`config.mk`:
```
export PLATFORM = sky130hd
export DESIGN_NAME = boot_seq_top
export DESIGN_NICKNAME = d
export VERILOG_FILES = /design/src/rtl/boot_seq_pkg.sv /design/src/rtl/boot_strap_dec.sv /design/src/rtl/boot_clk_div.sv /design/src/rtl/boot_seq_top.sv
export SDC_FILE = /design/constraint.sdc
export NUM_CORES = 1
export LEC_CHECK = 0
export BUFFER_PORTS_ARGS = -buffer_cell sky130_fd_sc_hd__buf_2
export CAP_MARGIN = 20
export CELL_PAD_IN_SITES_DETAIL_PLACEMENT = 0
export CELL_PAD_IN_SITES_GLOBAL_PLACEMENT = 1
export CORE_UTILIZATION = 33
export CTS_CLUSTER_DIAMETER = 50
export CTS_CLUSTER_SIZE = 12
export DETAILED_ROUTE_END_ITERATION = 7
export HOLD_SLACK_MARGIN = 0.03
export PLACE_DENSITY = 0.8
export SETUP_SLACK_MARGIN = 0.5
export SLEW_MARGIN = 5
export SYNTH_ARGS = -nofsm -noshare
export SYNTH_HDL_FRONTEND = slang
export SYNTH_HIERARCHICAL = 1
export SYNTH_SLANG_ARGS = --single-unit
```
`constraint.sdc`:
```
create_clock -name clk -period 2.2 [get_ports clk]
set_input_delay 0.11 -clock clk [delete_from_list [all_inputs] [get_ports clk]]
set_output_delay 0.11 -clock clk [all_outputs]
set_load 0.01 [all_outputs]
```
`src/rtl/boot_seq_pkg.sv`:
```
package boot_seq_pkg;

    typedef enum logic [1:0] {
        MODE_FLASH = 2'd0,
        MODE_HOST  = 2'd1,
        MODE_DEBUG = 2'd2,
        MODE_BAD   = 2'd3
    } boot_mode_t;

    typedef enum logic [3:0] {
        ST_START,
        ST_PROBE,
        ST_SLOT,
        ST_SPI,
        ST_HOST,
        ST_DEBUG,
        ST_ERROR,
        ST_DONE,
        ST_FAIL
    } seq_state_t;

    localparam logic [1:0] WIDTH_SINGLE = 2'd0;
    localparam logic [1:0] WIDTH_DUAL   = 2'd1;
    localparam logic [1:0] WIDTH_QUAD   = 2'd2;

endpackage

```
`src/rtl/boot_strap_dec.sv`:
```
module boot_strap_dec
    import boot_seq_pkg::*;
(
    input  logic [2:0]  strap_i,
    output boot_mode_t  mode_o
);
    always_comb begin
        unique case (strap_i)
            3'b001:  mode_o = MODE_FLASH;
            3'b101:  mode_o = MODE_HOST;
            3'b011:  mode_o = MODE_DEBUG;
            default: mode_o = MODE_BAD;
        endcase
    end
endmodule

```
`src/rtl/boot_clk_div.sv`:
```
module boot_clk_div #(
    parameter int DIV = 5
) (
    input  logic clk,
    input  logic rst_n,
    input  logic run_i,
    output logic tick_o
);
    localparam int CW = (DIV > 1) ? $clog2(DIV) : 1;
    localparam logic [CW-1:0] LAST = CW'(DIV - 1);

    logic [CW-1:0] cnt_d, cnt_q;

    always_comb begin
        if (!run_i)            cnt_d = '0;
        else if (cnt_q == LAST) cnt_d = '0;
        else                   cnt_d = cnt_q + 1'b1;
    end

    always_ff @(posedge clk or negedge rst_n) begin
        if (!rst_n) cnt_q <= '0;
        else        cnt_q <= cnt_d;
    end

    assign tick_o = run_i && (cnt_q == LAST);

    // enable is a single-cycle pulse
    a_r8_tick_single: assert property (@(posedge clk) disable iff (!rst_n)
        tick_o |=> !tick_o);
endmodule

```
`src/rtl/boot_seq_top.sv`:
```
module boot_seq_top
    import boot_seq_pkg::*;
#(
    parameter int ADDR_W      = 24,
    parameter int NUM_SLOTS   = 4,
    parameter int SLOT_STRIDE = 32'h0008_0000,
    parameter int FCLK_DIV    = 5
) (
    input  logic              clk,
    input  logic              rst_n,
    input  logic [2:0]        strap_i,
    input  logic              probe_done_i,
    input  logic              probe_valid_i,
    input  logic [1:0]        probe_caps_i,
    input  logic              slot_done_i,
    input  logic              slot_ok_i,
    input  logic              spi_done_i,
    output logic [1:0]        mode_o,
    output logic              probe_req_o,
    output logic              slot_req_o,
    output logic [ADDR_W-1:0] slot_addr_o,
    output logic [1:0]        read_width_o,
    output logic              fclk_en_o,
    output logic              spi_dl_o,
    output logic              host_wait_o,
    output logic              halt_o,
    output logic              strap_err_o,
    output logic              handoff_o,
    output logic [1:0]        boot_slot_o,
    output logic              boot_fail_o
);
    localparam int SW = (NUM_SLOTS > 1) ? $clog2(NUM_SLOTS) : 1;
    localparam logic [SW-1:0] LAST_SLOT = SW'(NUM_SLOTS - 1);

    typedef struct packed {
        seq_state_t  st;
        boot_mode_t  mode;
        logic [SW-1:0] slot;
        logic [1:0]  width;
        logic        handoff;
    } seq_reg_t;

    seq_reg_t   r_d, r_q;
    boot_mode_t strap_mode;
    logic       flash_run;

    boot_strap_dec u_dec (
        .strap_i (strap_i),
        .mode_o  (strap_mode)
    );

    assign flash_run = (r_q.st == ST_PROBE) || (r_q.st == ST_SLOT);

    boot_clk_div #(.DIV(FCLK_DIV)) u_div (
        .clk    (clk),
        .rst_n  (rst_n),
        .run_i  (flash_run),
        .tick_o (fclk_en_o)
    );

    always_comb begin
        r_d         = r_q;
        r_d.handoff = 1'b0;
        unique case (r_q.st)
            ST_START: begin
                r_d.mode = strap_mode;
                unique case (strap_mode)
                    MODE_FLASH: r_d.st = ST_PROBE;
                    MODE_HOST:  r_d.st = ST_HOST;
                    MODE_DEBUG: r_d.st = ST_DEBUG;
                    default:    r_d.st = ST_ERROR;
                endcase
            end
            ST_PROBE: begin
                if (probe_done_i) begin
                    if (probe_valid_i) begin
                        r_d.st    = ST_SLOT;
                        r_d.slot  = '0;
                        if (probe_caps_i[1])      r_d.width = WIDTH_QUAD;
                        else if (probe_caps_i[0]) r_d.width = WIDTH_DUAL;
                        else                      r_d.width = WIDTH_SINGLE;
                    end else begin
                        r_d.st = ST_SPI;
                    end
                end
            end
            ST_SLOT: begin
                if (slot_done_i) begin
                    if (slot_ok_i) begin
                        r_d.st      = ST_DONE;
                        r_d.handoff = 1'b1;
                    end else if (r_q.slot == LAST_SLOT) begin
                        r_d.st = ST_FAIL;
                    end else begin
                        r_d.slot = r_q.slot + 1'b1;
                    end
                end
            end
            ST_SPI: begin
                if (spi_done_i) begin
                    r_d.st      = ST_DONE;
                    r_d.handoff = 1'b1;
                    r_d.slot    = '0;
                end
            end
            default: ;
        endcase
    end

    always_ff @(posedge clk or negedge rst_n) begin
        if (!rst_n) begin
            r_q <= '{st: ST_START, mode: MODE_FLASH, slot: '0,
                     width: WIDTH_SINGLE, handoff: 1'b0};
        end else begin
            r_q <= r_d;
        end
    end

    assign mode_o       = r_q.mode;
    assign probe_req_o  = (r_q.st == ST_PROBE);
    assign slot_req_o   = (r_q.st == ST_SLOT);
    assign slot_addr_o  = ADDR_W'(r_q.slot) * ADDR_W'(SLOT_STRIDE);
    assign read_width_o = r_q.width;
    assign spi_dl_o     = (r_q.st == ST_SPI);
    assign host_wait_o  = (r_q.st == ST_HOST);
    assign halt_o       = (r_q.st == ST_DEBUG) || (r_q.st == ST_ERROR);
    assign strap_err_o  = (r_q.st == ST_ERROR);
    assign handoff_o    = r_q.handoff;
    assign boot_slot_o  = 2'(r_q.slot);
    assign boot_fail_o  = (r_q.st == ST_FAIL);

    // mode frozen once captured
    a_r1_mode_frozen: assert property (@(posedge clk) disable iff (!rst_n)
        (r_q.st != ST_START) |=> $stable(mode_o));
    // SPI path only right after an invalid probe answer
    a_r5_spi_gate: assert property (@(posedge clk) disable iff (!rst_n)
        $rose(spi_dl_o) |-> $past(probe_req_o && probe_done_i && !probe_valid_i));
    // slot address holds while a read is pending
    a_r6_addr_hold: assert property (@(posedge clk) disable iff (!rst_n)
        (slot_req_o && !slot_done_i) |=> $stable(slot_addr_o));
    // failure is sticky and silent
    a_r9_fail_sticky: assert property (@(posedge clk) disable iff (!rst_n)
        boot_fail_o |=> (boot_fail_o && !slot_req_o && !probe_req_o));
    // handoff is a single pulse, never with failure
    a_r10_handoff_pulse: assert property (@(posedge clk) disable iff (!rst_n)
        handoff_o |=> !handoff_o);
    a_r10_handoff_excl: assert property (@(posedge clk) disable iff (!rst_n)
        !(handoff_o && boot_fail_o));
    // error and requests never together
    a_r3_err_quiet: assert property (@(posedge clk) disable iff (!rst_n)
        strap_err_o |-> (halt_o && !probe_req_o && !slot_req_o && !spi_dl_o));
endmodule

```
==> impl_metrics.json <==
{
  "outcome": "complete, no violations",
  "place_hpwl_um": 1661,
  "design_area_mm2": 0.001177,
  "synth_seq_area_share_pct": 32.41,
  "initial_core_util_pct": 35.12,
  "syn_area_mm2": 0.001081,
  "cap_violations": 0,
  "drt-wirelength-per-cell_um": 11.31,
  "clkSinkCount": 14,
  "powerDensity_mw_per_mm2": 974.9,
  "die_x_um": 59.24,
  "hold_path_depth": 2,
  "reg2reg_to": "r_q[7]$_DFFE_PN0P_",
  "synth_warnings": 6,
  "grt_max_degree": 15,
  "cp_data_required_time_ns": 2.09,
  "final_common_cell": "buf_2",
  "cts_buffers": 3,
  "timing.final.crit_share_pct": 75.14,
  "min_to": "read_width_o[1]$_DFFE_PN0P_",
  "globalplace.congestion": 0.8564,
  "reg2reg_depth": 4,
  "core-area_mm2": 0.003078,
  "reg2reg_from": "r_q[9]$_DFFE_PN0P_",
  "die_h_um": 59.24,
  "rows": 20,
  "ir_drop_mv": 0.2522,
  "first_iter_violations": 14,
  "start_kind": "flip-flop",
  "skew_ns": 0.007404,
  "slew_violations": 0,
  "path_cells": "or2_1 > a21oi_2 > and3_1 > buf_2",
  "hold_violations": 0,
  "synth-edff-count": 0,
  "first_global_vias": 771,
  "fin_setup_tns_ns": 0,
  "dr.pass1.iters": 4,
  "io_buffer_count": 28,
  "insertedDiodeCount": 0,
  "setup_violations": 0,
  "hp-class": "in2reg",
  "drt.antenna.violating_nets": 0,
  "cts_buffer_depth": 2,
  "clkTransAtPathRegs_ns": 0.08,
  "grt_pass1_wl_um": 3339,
  "synth_area_leaders": "dfrtp_1 32%, buf_4 21%, mux2_2 5.2%",
  "routed_via_density": 4.427,
  "vias": 819,
  "grt_setup_unrepaired": "true",
  "crit_buf_inv": 1,
  "fmax_mhz": 604.9,
  "ys_types": 37,
  "overflow": 0,
  "antenna_found_initial": 0,
  "grt_use_total_pct": 12.97,
  "dieArea_mm2": 0.003509,
  "r2r_slack_ns": 0.55,
  "drcViolationCount": 0,
  "insertion_delay_ns": 0.29,
  "syn_area_per_cell_um2": 9.084,
  "nNetsFinal": 158,
  "path_class": "reg2out",
  "yosys.area.top_type": "dfrtp_1",
  "post-route-min-period_ns": 1.653,
  "arrival_ns": 1.54,
  "htreeDepth": 1,
  "max_stage_delay_ns": 0.42,
  "ys_ff_latch": 14,
  "synth_flop_cell": "dfrtp_1",
  "io_pins": 51,
  "synthCells": 119,
  "cts-root-buf": "clkbuf_4",
  "async_flop_share_pct": 100.0,
  "critPathTopFamily": "simple AND/OR/NAND/NOR gates",
  "wl_um": 2092,
  "cp_max_fo": 9,
  "final_cell_mix": "28 x buf_2, 22 x conb_1, 13 x dfrtp_1",
  "dpl_cell_area_mm2": 0.001094,
  "area_delta_synth_final_pct": 8.912,
  "leakage_nw": 0.6142,
  "cp-end-kind": "primary output",
  "cpMaxStageDelayCell": "dfrtp_1",
  "drive_above_1_share_pct": 32.62,
  "min_from": "probe_caps_i[1]",
  "cts_tree": "built",
  "synth_top_area_share_pct": 32.41
}
## what timing repair did
item                                    in CTS  in global routing
hold buffers                                 1                  0
setup buffers                                2                  2
gates resized for setup                      3                  3
cloned                                       0                  0
endpoints found under the setup margin       4                  3
pin swaps                                    0                  6
hold endpoints to repair                    14                  0
## final cells by class
class | instances | area (um^2)
Timing Repair Buffer | 33 | 180.2
Inverter | 7 | 26.28
Sequential cell | 14 | 351.6
Multi-Input combinational cell | 84 | 541.8
Fill cell | 340 | 1901
Tap cell | 44 | 55.05
Clock buffer | 3 | 22.52
## layer usage
metal / wire length [um] / share of wire, % / GRT usage (%)
met1: 838 / 40 / 14.40
met2: 1130 / 54 / 23.92
met3: 100 / 4.8 / 1.310
met4: 22 / 1.1 / 7.143
met5: 0 / 0 / 0
## kinds of logic after synthesis
logic type | Yosys count | share of synthesized area [%]
AOI/OAI and AO/OA | 22 | 15.86
muxes | 5 | 5.208
other | 1 | 0.3469
adders and majority gates | 3 | 3.473
and+or+nand+nor | 32 | 16.09
buffers and inverters | 42 | 26.62
DFF | 14 | 32.41
## power breakdown
part / total (mW) / switching (mW) / internal, mW / leakage (nW)
combinational: 0.600 / 0.341 / 0.259 / 0.422
clock: 0.146 / 0.0826 / 0.0637 / 0.0138
sequential: 0.402 / 0.0721 / 0.330 / 0.178
## worst register-to-register path, delay by kind of cell, from the launching register on
kind               cells  cell delay, ns
AOI/OAI and AO/OA      1            0.11
DFF                    1            0.42
muxes                  1            0.28
and+or+nand+nor        2            0.72
## registers in the layout (all words and copies together) (netlist names)
| register | count |
|---|---|
| r_q | 4 |
| handoff_o | 1 |
| boot_slot_o | 2 |
| read_width_o | 2 |
| u_div/cnt_q | 3 |
| mode_o | 2 |
## worst max path at each step
| stage | start | endpoint | cells past startpoint |
|---|---|---|---|
| 6_report | r_q[9]$_DFFE_PN0P_ | fclk_en_o | 4 |
| 5_1_grt | r_q[9]$_DFFE_PN0P_ | r_q[7]$_DFFE_PN0P_ | 4 |
| 4_1_cts | r_q[9]$_DFFE_PN0P_ | fclk_en_o | 4 |
| 3_5_place_dp | r_q[7]$_DFFE_PN0P_ | r_q[7]$_DFFE_PN0P_ | 4 |
| 3_3_place_gp | r_q[7]$_DFFE_PN0P_ | r_q[7]$_DFFE_PN0P_ | 4 |
| 2_1_floorplan | r_q[9]$_DFFE_PN0P_ | read_width_o[1]$_DFFE_PN0P_ | 5 |
## synthesized netlist by cell type, types with 2 or more instances
| master | n |
|---|---|
| nand2_1 | 3 |
| nor2_1 | 8 |
| o21bai_1 | 2 |
| mux2_2 | 5 |
| inv_1 | 7 |
| o21a_1 | 2 |
| o22ai_1 | 2 |
| a21oi_1 | 6 |
| buf_6 | 2 |
| dfrtp_1 | 14 |
| nand2b_1 | 6 |
| buf_4 | 30 |
| ha_1 | 3 |
| buf_2 | 2 |
| and3_1 | 3 |
| nor3_1 | 3 |
## per-stage QoR
stage | hold slack (ns) | cells | total power [mW] | util [%] | setup slack, ns
after floorplan | -0.1856 | 140 | 0.9091 | - | 0.5839
after global placement | 0.02312 | 177 | 0.9244 | 35.53 | 0.4489
after detailed placement | 0.02627 | 177 | 0.9437 | 35.53 | 0.3860
after CTS | 0.06804 | 183 | 1.127 | 37.20 | 0.5029
after global routing | 0.08011 | 185 | 1.228 | 38.25 | 0.4753
final | 0.06263 | 185 | 1.148 | 38.25 | 0.5469
(Power assumes the default switching activity.)
